[src/rtl/spi_lane_pkg.sv]
package spi_lane_pkg;

  // Data-phase lane width selected by the command code
  typedef enum logic [1:0] {
    LW_X1 = 2'd0,
    LW_X2 = 2'd1,
    LW_X4 = 2'd2
  } lane_w_e;

  // Latched meaning of a command code
  typedef struct packed {
    logic    rd;
    lane_w_e width;
  } cmd_info_t;

  typedef enum logic [1:0] {
    ST_IDLE = 2'd0,
    ST_HDR  = 2'd1,
    ST_DATA = 2'd2,
    ST_FIN  = 2'd3
  } phase_e;

  localparam int CMD_W = 8;

  // Clock periods needed to move one byte at a given width
  function automatic logic [3:0] periods_per_byte(lane_w_e w);
    unique case (w)
      LW_X2:   return 4'd4;
      LW_X4:   return 4'd2;
      default: return 4'd8;
    endcase
  endfunction

  // Output enables for a write data phase
  function automatic logic [3:0] lane_mask(lane_w_e w);
    unique case (w)
      LW_X2:   return 4'b0011;
      LW_X4:   return 4'b1111;
      default: return 4'b0001;
    endcase
  endfunction

endpackage

[src/rtl/spi_cmd_decode.sv]
module spi_cmd_decode
  import spi_lane_pkg::*;
#(
  parameter logic [7:0] OP_RD_X1 = 8'h0B,
  parameter logic [7:0] OP_WR_X1 = 8'h02,
  parameter logic [7:0] OP_RD_X2 = 8'hBB,
  parameter logic [7:0] OP_WR_X2 = 8'hB2,
  parameter logic [7:0] OP_RD_X4 = 8'hEB,
  parameter logic [7:0] OP_WR_X4 = 8'hE2
) (
  input  logic [CMD_W-1:0] cmd_i,
  output logic             valid_o,
  output cmd_info_t        info_o
);

  always_comb begin
    valid_o      = 1'b1;
    info_o.rd    = 1'b0;
    info_o.width = LW_X1;
    unique case (cmd_i)
      OP_RD_X1: info_o.rd = 1'b1;
      OP_WR_X1: info_o.rd = 1'b0;
      OP_RD_X2: begin info_o.rd = 1'b1; info_o.width = LW_X2; end
      OP_WR_X2: info_o.width = LW_X2;
      OP_RD_X4: begin info_o.rd = 1'b1; info_o.width = LW_X4; end
      OP_WR_X4: info_o.width = LW_X4;
      default:  valid_o = 1'b0;
    endcase
  end

endmodule

[src/rtl/spi_sclk_gen.sv]
module spi_sclk_gen #(
  parameter int DIV_W = 8
) (
  input  logic             clk,
  input  logic             rst_n,
  input  logic             run_i,
  input  logic [DIV_W-1:0] div_i,
  output logic             sclk_o,
  output logic             rise_o,
  output logic             fall_o
);

  logic [DIV_W-1:0] cnt_q, cnt_d;
  logic             sclk_q, sclk_d;
  logic             hit;

  always_comb begin
    hit    = run_i && (cnt_q == div_i);
    cnt_d  = cnt_q;
    sclk_d = sclk_q;
    if (!run_i) begin
      cnt_d  = '0;
      sclk_d = 1'b0;
    end else if (hit) begin
      cnt_d  = '0;
      sclk_d = ~sclk_q;
    end else begin
      cnt_d  = cnt_q + 1'b1;
    end
  end

  always_ff @(posedge clk or negedge rst_n) begin
    if (!rst_n) begin
      cnt_q  <= '0;
      sclk_q <= 1'b0;
    end else begin
      cnt_q  <= cnt_d;
      sclk_q <= sclk_d;
    end
  end

  assign sclk_o = sclk_q;
  assign rise_o = hit & ~sclk_q;
  assign fall_o = hit & sclk_q;

endmodule

[src/rtl/spi_lane_engine.sv]
module spi_lane_engine
  import spi_lane_pkg::*;
#(
  parameter int ADDR_W = 24,
  parameter int CNT_W  = 8,
  parameter int DIV_W  = 8
) (
  input  logic             clk,
  input  logic             rst_n,
  input  logic             start_i,
  input  logic [7:0]       cmd_i,
  input  logic [ADDR_W-1:0] addr_i,
  input  logic [CNT_W-1:0] nbytes_i,
  input  logic [DIV_W-1:0] div_i,
  input  logic [7:0]       wr_data_i,
  output logic             wr_take_o,
  output logic [7:0]       rd_data_o,
  output logic             rd_valid_o,
  output logic             done_o,
  output logic             err_o,
  output logic             cs_n_o,
  output logic             sclk_o,
  output logic [3:0]       io_o,
  output logic [3:0]       io_oe_o,
  input  logic [3:0]       io_i
);

  localparam int HDR_BITS = CMD_W + ADDR_W;
  localparam int BEAT_W   = $clog2(HDR_BITS + 1);

  // reset: asserted asynchronously, released on the clock
  logic rst_m_q, rst_s_q;
  always_ff @(posedge clk or negedge rst_n) begin
    if (!rst_n) begin
      rst_m_q <= 1'b0;
      rst_s_q <= 1'b0;
    end else begin
      rst_m_q <= 1'b1;
      rst_s_q <= rst_m_q;
    end
  end

  phase_e                st_q, st_d;
  cmd_info_t             info_q, info_d;
  logic [DIV_W-1:0]      div_q, div_d;
  logic [HDR_BITS-1:0]   hdr_q, hdr_d;
  logic [7:0]            dat_q, dat_d;
  logic [7:0]            rx_q, rx_d;
  logic [7:0]            rdat_q, rdat_d;
  logic [BEAT_W-1:0]     beat_q, beat_d;
  logic [CNT_W-1:0]      left_q, left_d;
  logic                  err_q, err_d;
  logic                  take_q, take_d;
  logic                  rdv_q, rdv_d;

  logic                  dec_valid;
  cmd_info_t             dec_info;
  logic                  run, rise, fall;
  logic [7:0]            rx_shift, tx_shift;
  logic [BEAT_W-1:0]     per_byte;

  spi_cmd_decode u_dec (
    .cmd_i   (cmd_i),
    .valid_o (dec_valid),
    .info_o  (dec_info)
  );

  assign run = (st_q == ST_HDR) || (st_q == ST_DATA);

  spi_sclk_gen #(.DIV_W(DIV_W)) u_clk (
    .clk    (clk),
    .rst_n  (rst_s_q),
    .run_i  (run),
    .div_i  (div_q),
    .sclk_o (sclk_o),
    .rise_o (rise),
    .fall_o (fall)
  );

  assign per_byte = BEAT_W'(periods_per_byte(info_q.width));

  // lane-width dependent shifting, MSB first
  always_comb begin
    unique case (info_q.width)
      LW_X2: begin
        rx_shift = {rx_q[5:0], io_i[1:0]};
        tx_shift = {dat_q[5:0], 2'b00};
      end
      LW_X4: begin
        rx_shift = {rx_q[3:0], io_i[3:0]};
        tx_shift = {dat_q[3:0], 4'b0000};
      end
      default: begin
        rx_shift = {rx_q[6:0], io_i[1]};
        tx_shift = {dat_q[6:0], 1'b0};
      end
    endcase
  end

  // next state
  always_comb begin
    st_d   = st_q;
    info_d = info_q;
    div_d  = div_q;
    hdr_d  = hdr_q;
    dat_d  = dat_q;
    rx_d   = rx_q;
    rdat_d = rdat_q;
    beat_d = beat_q;
    left_d = left_q;
    err_d  = err_q;
    take_d = 1'b0;
    rdv_d  = 1'b0;
    unique case (st_q)
      ST_IDLE: begin
        if (start_i) begin
          info_d = dec_info;
          div_d  = div_i;
          left_d = nbytes_i;
          hdr_d  = {cmd_i, addr_i};
          beat_d = '0;
          err_d  = ~dec_valid;
          st_d   = dec_valid ? ST_HDR : ST_FIN;
        end
      end
      ST_HDR: begin
        if (rise) begin
          beat_d = beat_q + 1'b1;
        end
        if (fall) begin
          if (beat_q == BEAT_W'(HDR_BITS)) begin
            beat_d = '0;
            if (left_q == '0) begin
              st_d = ST_FIN;
            end else begin
              st_d = ST_DATA;
              if (!info_q.rd) begin
                dat_d  = wr_data_i;
                take_d = 1'b1;
              end
            end
          end else begin
            hdr_d = {hdr_q[HDR_BITS-2:0], 1'b0};
          end
        end
      end
      ST_DATA: begin
        if (rise) begin
          beat_d = beat_q + 1'b1;
          if (info_q.rd) begin
            rx_d = rx_shift;
            if (beat_q + 1'b1 == per_byte) begin
              rdat_d = rx_shift;
              rdv_d  = 1'b1;
            end
          end
        end
        if (fall) begin
          if (beat_q == per_byte) begin
            beat_d = '0;
            if (left_q == CNT_W'(1)) begin
              st_d = ST_FIN;
            end else begin
              left_d = left_q - 1'b1;
              if (!info_q.rd) begin
                dat_d  = wr_data_i;
                take_d = 1'b1;
              end
            end
          end else if (!info_q.rd) begin
            dat_d = tx_shift;
          end
        end
      end
      default: begin
        st_d = ST_IDLE;
      end
    endcase
  end

  // state registers
  always_ff @(posedge clk or negedge rst_s_q) begin
    if (!rst_s_q) begin
      st_q   <= ST_IDLE;
      info_q <= '0;
      div_q  <= '0;
      hdr_q  <= '0;
      dat_q  <= '0;
      rx_q   <= '0;
      rdat_q <= '0;
      beat_q <= '0;
      left_q <= '0;
      err_q  <= 1'b0;
      take_q <= 1'b0;
      rdv_q  <= 1'b0;
    end else begin
      st_q   <= st_d;
      info_q <= info_d;
      div_q  <= div_d;
      hdr_q  <= hdr_d;
      dat_q  <= dat_d;
      rx_q   <= rx_d;
      rdat_q <= rdat_d;
      beat_q <= beat_d;
      left_q <= left_d;
      err_q  <= err_d;
      take_q <= take_d;
      rdv_q  <= rdv_d;
    end
  end

  // lane drive, all from registered state
  always_comb begin
    io_o    = 4'b0000;
    io_oe_o = 4'b0000;
    if (st_q == ST_HDR) begin
      io_o    = {3'b000, hdr_q[HDR_BITS-1]};
      io_oe_o = 4'b0001;
    end else if (st_q == ST_DATA && !info_q.rd) begin
      io_oe_o = lane_mask(info_q.width);
      unique case (info_q.width)
        LW_X2:   io_o = {2'b00, dat_q[7:6]};
        LW_X4:   io_o = dat_q[7:4];
        default: io_o = {3'b000, dat_q[7]};
      endcase
    end
  end

  assign cs_n_o     = ~run;
  assign done_o     = (st_q == ST_FIN);
  assign err_o      = (st_q == ST_FIN) & err_q;
  assign wr_take_o  = take_q;
  assign rd_valid_o = rdv_q;
  assign rd_data_o  = rdat_q;

endmodule

[config.mk]
export PLATFORM = sky130hd
export DESIGN_NAME = spi_lane_engine
export DESIGN_NICKNAME = d
export VERILOG_FILES = /design/src/rtl/spi_lane_pkg.sv /design/src/rtl/spi_cmd_decode.sv /design/src/rtl/spi_sclk_gen.sv /design/src/rtl/spi_lane_engine.sv
export SDC_FILE = /design/constraint.sdc
export NUM_CORES = 1
export LEC_CHECK = 0
export BUFFER_PORTS_ARGS = -buffer_cell sky130_fd_sc_hd__buf_2
export CAP_MARGIN = 20
export CORE_MARGIN = 1
export CORE_UTILIZATION = 30
export CTS_CLUSTER_SIZE = 14
export DETAILED_ROUTE_END_ITERATION = 8
export PLACE_DENSITY = 0.57
export SLEW_MARGIN = 20
export SYNTH_ARGS = -nofsm -noshare
export SYNTH_HDL_FRONTEND = slang
export SYNTH_SLANG_ARGS = --single-unit
[constraint.sdc]
create_clock -name clk -period 4 [get_ports clk]
set_input_delay 0.4 -clock clk [delete_from_list [all_inputs] [get_ports clk]]
set_output_delay 0.4 -clock clk [all_outputs]
set_load 0.01 [all_outputs]
==> results of run 1 <==
-- metal layers --
| metal | up-vias | GRT usage | wire length (um) |
|---|---|---|---|
| li1 | 1987 | - | - |
| met1 | 1995 | 0.1694 | 5431 |
| met3 | 22 | 0.03729 | 621 |
| met5 | - | 0 | 0 |
| met2 | 87 | 0.2451 | 6203 |
| met4 | 0 | 0.05679 | 231 |
-- worst register-to-register path, stage by stage (launching register included) --
cell	delay, ps
sky130_fd_sc_hd__dfrtp_1	370
sky130_fd_sc_hd__inv_1	50
sky130_fd_sc_hd__ha_1	610
sky130_fd_sc_hd__xnor2_1	180
sky130_fd_sc_hd__nand4b_1	300
sky130_fd_sc_hd__a22o_1	340
sky130_fd_sc_hd__a2bb2oi_2	330
sky130_fd_sc_hd__o21ai_1	150
sky130_fd_sc_hd__mux2_2	290
-- Yosys cell counts, types with 2 or more instances --
master	count	area, um2
sky130_fd_sc_hd__a211oi_1	10	75.07
sky130_fd_sc_hd__a21o_1	3	22.52
sky130_fd_sc_hd__a21oi_1	15	75.07
sky130_fd_sc_hd__a221oi_1	2	17.52
sky130_fd_sc_hd__a22o_1	6	52.55
sky130_fd_sc_hd__a22oi_1	12	90.09
sky130_fd_sc_hd__a311oi_1	3	26.28
sky130_fd_sc_hd__a31oi_1	4	25.02
sky130_fd_sc_hd__a32o_1	2	20.02
sky130_fd_sc_hd__and2_1	7	43.79
sky130_fd_sc_hd__and3_1	9	56.30
sky130_fd_sc_hd__buf_4	5	37.54
sky130_fd_sc_hd__clkbuf_1	25	93.84
sky130_fd_sc_hd__dfrtp_1	96	2402
sky130_fd_sc_hd__ha_1	11	137.6
sky130_fd_sc_hd__inv_1	18	67.56
sky130_fd_sc_hd__mux2_1	38	427.9
sky130_fd_sc_hd__mux2_2	41	461.7
sky130_fd_sc_hd__mux2i_1	7	70.07
sky130_fd_sc_hd__nand2_1	30	112.6
sky130_fd_sc_hd__nand2b_1	8	50.05
sky130_fd_sc_hd__nand3_1	14	70.07
sky130_fd_sc_hd__nand3b_1	2	15.01
sky130_fd_sc_hd__nand4b_1	4	35.03
sky130_fd_sc_hd__nor2_1	42	157.7
sky130_fd_sc_hd__nor2b_1	3	18.77
sky130_fd_sc_hd__nor3_1	11	55.05
sky130_fd_sc_hd__nor4_1	7	43.79
sky130_fd_sc_hd__o21ai_0	16	80.08
sky130_fd_sc_hd__o21ai_1	11	55.05
sky130_fd_sc_hd__o22a_1	7	61.31
sky130_fd_sc_hd__o22ai_1	2	12.51
sky130_fd_sc_hd__o31ai_1	2	15.01
sky130_fd_sc_hd__or2_2	2	12.51
sky130_fd_sc_hd__xnor2_1	13	113.9
sky130_fd_sc_hd__xnor2_2	3	48.80
sky130_fd_sc_hd__xor2_1	6	52.55
-- kinds of logic after synthesis --
family | count (synthesis)
flops | 96
other cells | 1
buf+inv | 49
xor+xnor | 22
simple gates | 148
compound gates | 104
fa+ha+maj | 11
mux | 86
-- registers in the layout (all words and copies together), names as in the netlist --
name / cells
hdr_q: 32
dat_q: 8
div_q: 8
left_q: 8
rd_data_o: 8
u_clk.cnt_q: 8
rx_q: 7
beat_q: 6
info_q: 3
st_q: 2
err_q: 1
rd_valid_o: 1
rst_m_q: 1
rst_s_q: 1
u_clk.sclk_o: 1
wr_take_o: 1
-- final cells by class --
type	count	area (um2)	area share
Multi-Input combinational cell	372	2819	0.4446
Sequential cell	96	2406	0.3794
Timing Repair Buffer	89	460.4	0.07261
Tap cell	225	281.5	0.04440
Clock buffer	11	252.7	0.03986
Inverter	18	67.56	0.01066
Clock inverter	5	53.80	0.008485
-- through the flow --
| step | hold slack (ps) | cell area [um2] | std cells | total power (uW) |
|---|---|---|---|---|
| after floorplan | 104.4 | 5415 | 517 | 1026 |
| after global placement | 185.3 | 6025 | 799 | 1070 |
| after detailed placement | 187.8 | 6025 | 799 | 1072 |
| after CTS | 268.8 | 6341 | 816 | 1983 |
| after global routing | 272.5 | 6341 | 816 | 2025 |
| final | 278.8 | 6341 | 816 | 1943 |
-- report_power, final --
group / leakage, uW / switching, uW / internal [uW]
clock network: 0.000156 / 374 / 518
logic: 0.00158 / 27.2 / 38.3
registers: 0.00126 / 14.2 / 972
total: 0.00300 / 415 / 1530
-- worst paths after layout --
kind,startpoint,cells after the start,slack [ps],to
max in group asynchronous,rst_s_q,1,2600,rd_data_o[7]
setup / recovery,info_q[0],8,1260,beat_q[0]
setup reg to reg,info_q[0],8,1260,beat_q[0]
hold / removal,div_i[2],2,280,div_q[2]
hold reg to reg,rst_m_q,0,360,rst_s_q
min in group asynchronous,rst_n,2,370,rst_m_q
==> reports/results.tsv, run 1 <==
stage	metric	value	unit
sta	min_period_over_period	0.6859	
final_layout	syn2layout_area_growth	17.10	%
place	port-buffer-count	84	
setup_path	critical_path.n_buffers_inverters	1	
place	dp.final_hpwl	9153	um
sta	worst_slew_pin_slew	922.3	ps
route	routed_wire_length_per_instance	15.30	um
yosys	post_synthesis_share_of_cell_area_spent_on_full_adders_half_adders_and_majority_gates	0.02542	
power_and_ir_drop	vdd_ir_drop_max	0.1993	mV
cts	cts_resized	0	
sta	finalWorstSetupSlack	1256	ps
route	drt-total-wl	12490	um
setup_path	timing.critical_path.slowest_stage_cell	sky130_fd_sc_hd__ha_1	
sta	timing.slew.headroom	0.3852	
yosys	postSynthNetCount	591	
final_layout	antenna-diode-count	0	
place	post-place-ws	1245	ps
yosys	netlist-cell-type-count	57	
route	routed_via_density	5.013	
route	first_iter_violations	200	
yosys	synth_ff_type	sky130_fd_sc_hd__dfrtp_1	
setup_path	crit_family	compound AO/OA/AOI/OAI gates	
die	die_area	18590	um2
cts	tritoncts.num_buffers	9	
cts	clk_path_buf_depth	2	
cts	cts.htree.levels	3	
sta	grt_setup_unrepaired	no	
global_routing	grt_first_pass_wirelength	20670	um
final_layout	drive_gt1_frac	0.2707	
global_routing	track_usage	0.1430	
cts	cts_setup_buffers	0	
status	result_of_the_run	finished, final reports clean	
cts	clock_tree.root_cell	sky130_fd_sc_hd__clkbuf_16	
final_layout	final_util	0.3628	
setup_path	crit_type	register to register	
die	coreArea	17480	um2
cts	cts.clk_slew.worst_paths	70	ps
cts	ctsHoldBuffers	1	
cts	worst_skew_pair_latency	350	ps
setup_path	critical_path.cell_chain	inv_1 -> ha_1 -> xnor2_1 -> nand4b_1 -> a22o_1 -> a2bb2oi_2 -> o21ai_1 -> mux2_2	
yosys	synthesis_stage_register_bit_count	96	
global_routing	grt_max_degree	68	
setup_path	timing.critical_path.arrival	2970	ps
setup_path	critical_path_required	4230	ps
yosys	syn-cell-area	5415	um2
sta	timing_hold_violations_final	0	
setup_path	critical_path.startpoint_type	register	
final_layout	n_fill_cell	1747	
global_routing	grt_antenna_before_repair	0	
yosys	synth-xor-area-share	0.03974	
global_routing	global_route.overflow_total	0	
sta	min_period	2744	ps
place	gp_congestion	0.8433	
setup_path	endpoint_kind	register	
yosys	postSynth.asyncResetShare	1.000	
yosys	syn-mean-instance-area	10.47	um2
die	floorplan.initialDensity	0.3099	
yosys	synth_simple_gate_area_frac	0.1419	
final_layout	design.final.nets	660	
yosys	yosysSeqAreaShare	0.4436	
sta	max_clock_freq	364.5	MHz
die	die_w	136.4	um
sta	setup-violations-final	0	
sta	fin_tns_setup	0	ps
worst_hold_path	hold_path_class	input port to register	
die	die_h	136.4	um
sta	maxSlewViolCount	0	
yosys	synth_top_family_by_area	multiplexers	
yosys	synth_warnings	0	
route	vias	4091	
route	1st_pass_router_iterations	5	
power_and_ir_drop	static-leakage-power	0.003004	uW
final_layout	layout_common_cells	sky130_fd_sc_hd__dfrtp_1, sky130_fd_sc_hd__buf_2, sky130_fd_sc_hd__nor2_1	
cts	tritoncts	done	
setup_path	worst_path_largest_cell_delay	610	ps
yosys	synth_enable_flop_cells	0	
yosys	area_fraction_in_compound_gates_after_synthesis	0.1338	
yosys	synthesis.instances	517	
cts	cts.sinks	96	
run	cap_violations	0	
die	boundaryPins	85	
route	final_antenna_net_count	0	
final_layout	layout.cells.most_common	sky130_fd_sc_hd__dfrtp_1	
route	drcViolationCount	0	
global_routing	grt_pass1_vias	4188	
die	rows	48	
yosys	synth.mux.area_fraction	0.1772	
sta	clock-skew-final	7.908	ps
setup_path	cp_max_fanout	18	
power_and_ir_drop	power.density	306.5	nW/um2
Power figures use the tool's default switching activity.
==> run 2: changes to the inputs <==
--- a/config.mk
+++ b/config.mk
@@ -11,7 +11,7 @@
 export CORE_UTILIZATION = 30
 export CTS_CLUSTER_SIZE = 14
 export DETAILED_ROUTE_END_ITERATION = 8
-export PLACE_DENSITY = 0.57
+export PLACE_DENSITY = 0.58
 export SLEW_MARGIN = 20
 export SYNTH_ARGS = -nofsm -noshare
 export SYNTH_HDL_FRONTEND = slang
==> constraint.sdc (replaced) <==
create_clock -name clk -period 2.2 [get_ports clk]
set_input_delay 0.22 -clock clk [delete_from_list [all_inputs] [get_ports clk]]
set_output_delay 0.22 -clock clk [all_outputs]
set_load 0.01 [all_outputs]
==> run 2 against run 1 <==
  * The run now ends with negative setup slack left
  * Critical path depth down 1
  * Utilization up 5.7 points
  * Critical endpoint is now st_q[1]
  * Clock power up 110%
  * Die area unchanged
  * Cell area up 16%
  * Cell count up 7.0%
  * Worst setup slack worse by 1300 ps
  * Register-to-register slack worse by 1300 ps
  * Flip-flop and latch count unchanged
==> reports/results.tsv, run 2 (synthesized netlist as in run 1, its figures left out) <==
stage	metric	value	unit
final_layout	antenna-diode-count	0	
cts	cts.htree.levels	3	
route	final_antenna_net_count	0	
die	die_area	18590	um2
setup_path	timing.critical_path.arrival	2470	ps
setup_path	worst_path_largest_cell_delay	550	ps
setup_path	critical_path.cell_chain	xnor2_2 -> nand4_4 -> or4_4 -> buf_4 -> o21ai_1 -> nand3_1 -> a32o_1	
sta	max_clock_freq	448.7	MHz
sta	finalWorstSetupSlack	-28.89	ps
place	dp.final_hpwl	9604	um
cts	cts.clk_slew.worst_paths	70	ps
worst_hold_path	hold_path_class	input port to register	
setup_path	critical_path.startpoint_type	register	
setup_path	critical_path.reg2reg.endpoint	st_q[1]	
setup_path	crit_type	register to register	
route	vias	4345	
place	dpl-instance-area	6377	um2
setup_path	critical_path.n_buffers_inverters	1	
sta	timing_hold_violations_final	0	
route	drcViolationCount	0	
status	result_of_the_run	finished, violations left	
worst_hold_path	timing.hold.worst.start	nbytes_i[5]	
place	gp_congestion	0.8341	
setup_path	critical_path_required	2440	ps
sta	min_period	2229	ps
run	cap_violations	0	
status	failing_checks	negative setup slack	
die	boundaryPins	85	
global_routing	grt_max_degree	50	
cts	clk_path_buf_depth	2	
sta	min_period_over_period	1.013	
setup_path	endpoint_kind	register	
cts	cts.sinks	96	
sta	grt_setup_unrepaired	yes	
cts	tritoncts	done	
worst_hold_path	min_path_cells	2	
route	drt-total-wl	13940	um
setup_path	timing.critical_path.slowest_stage_cell	sky130_fd_sc_hd__or4_4	
sta	setup-violations-final	17	
global_routing	track_usage	0.1536	
power_and_ir_drop	overall_power_consumption	3809	uW
power_and_ir_drop	static-leakage-power	0.003384	uW
route	1st_pass_router_iterations	4	
global_routing	grt_pass1_vias	4447	
cts	clock_tree.root_cell	sky130_fd_sc_hd__clkbuf_16	
sta	clock-skew-final	7.060	ps
final_layout	registers.top_by_ff_count	hdr_q	
final_layout	syn2layout_area_growth	35.47	%
setup_path	cp_max_fanout	4	
global_routing	grt_antenna_before_repair	0	
die	die_w	136.4	um
global_routing	global_route.overflow_total	0	
final_layout	largest_reg_flops	32	
route	routed_wire_length_per_instance	15.97	um
route	first_iter_violations	188	
setup_path	worst_r2r_path_depth	7	
power_and_ir_drop	vdd_ir_drop_max	0.3692	mV
die	floorplan.initialDensity	0.3099	
setup_path	startpoint	div_q[4]	
cts	worst_skew_pair_latency	360	ps
place	port-buffer-count	84	
final_layout	design.final.nets	717	
final_layout	layout_common_cells	sky130_fd_sc_hd__dfrtp_1, sky130_fd_sc_hd__buf_2, sky130_fd_sc_hd__buf_4	
die	rows	48	
power_and_ir_drop	power.density	519.2	nW/um2
sta	worst_hold_slack_across_all_endpoints	85.59	ps
die	die_h	136.4	um
worst_hold_path	timing.hold.worst_endpoint	left_q[5]	
global_routing	grt_first_pass_wirelength	22050	um
final_layout	drive_gt1_frac	0.4383	
final_layout	finish.instance_area	7336	um2
setup_path	reg2reg_slack	-30	ps
cts	tritoncts.num_buffers	9	
sta	maxSlewViolCount	0	
route	routed_via_density	4.977	
die	coreArea	17480	um2
setup_path	r2r_start	div_q[4]	
final_layout	layout.cells.most_common	sky130_fd_sc_hd__dfrtp_1	
setup_path	crit_family	simple AND/OR/NAND/NOR gates	
[run 2: cell types whose count changed in the layout (fill, tap and decap cells not counted), moves of 6 or more]
cell                     previous run  this run
sky130_fd_sc_hd__mux2_4             0        29
sky130_fd_sc_hd__nor4_1             7         1
sky130_fd_sc_hd__nor4_2             0         6
sky130_fd_sc_hd__mux2_1            38        10
sky130_fd_sc_hd__buf_4              4        47
sky130_fd_sc_hd__buf_12             0         6
[run 2: layout make-up]
type	instances	area (um2)
fill	1643	10140
multi-input combinational	372	3204
sequential	96	2407
timing repair buffer	146	1020
tap	225	281.5
clock buffer	12	256.5
clock inverter	4	98.84
inverter	18	67.56
[run 2: power breakdown]
group,switching (uW),internal [uW]
Combinational,69.6,74.2
Clock,711,1180
Sequential,8.08,1770
Total,789,3020
[run 2: worst max-delay path by stage]
stage	endpoint	slack [ps]	cells past startpoint
after floorplan	beat_q[0]	-40	9
after global placement	rd_data_o[0]	-10	9
after detailed placement	rd_data_o[1]	-90	9
after CTS	hdr_q[22]	-30	9
after global routing	beat_q[0]	-120	8
final	st_q[1]	-30	7
[run 2: per-layer routing]
| layer | up-vias | track usage | share of wire |
|---|---|---|---|
| li1 | 2119 | - | - |
| met1 | 2116 | 0.1876 | 0.44 |
| met2 | 81 | 0.2527 | 0.49 |
| met3 | 29 | 0.03356 | 0.042 |
| met4 | 0 | 0.08025 | 0.025 |
| met5 | - | 0 | 0 |
[run 2: stage by stage]
stage                 util  instances  setup WS [ps]  setup TNS, ps
finish              0.4197        873         -28.89         -84.02
floorplan                -        517         -35.17         -35.17
detailed placement  0.3649        839         -92.27          -1098
global route        0.4197        873         -122.5          -3498
CTS                 0.3995        868         -28.54         -280.6
global placement    0.3649        839         -10.77         -22.66
[run 2: repair_timing]
item,4_1_cts,5_1_grt
resized for setup,25,67
setup endpoints to repair,60,72
gates cloned,2,0
hold buffers,1,0
endpoints found under the hold margin,2,0
pin swaps,9,27
setup buffers,10,6
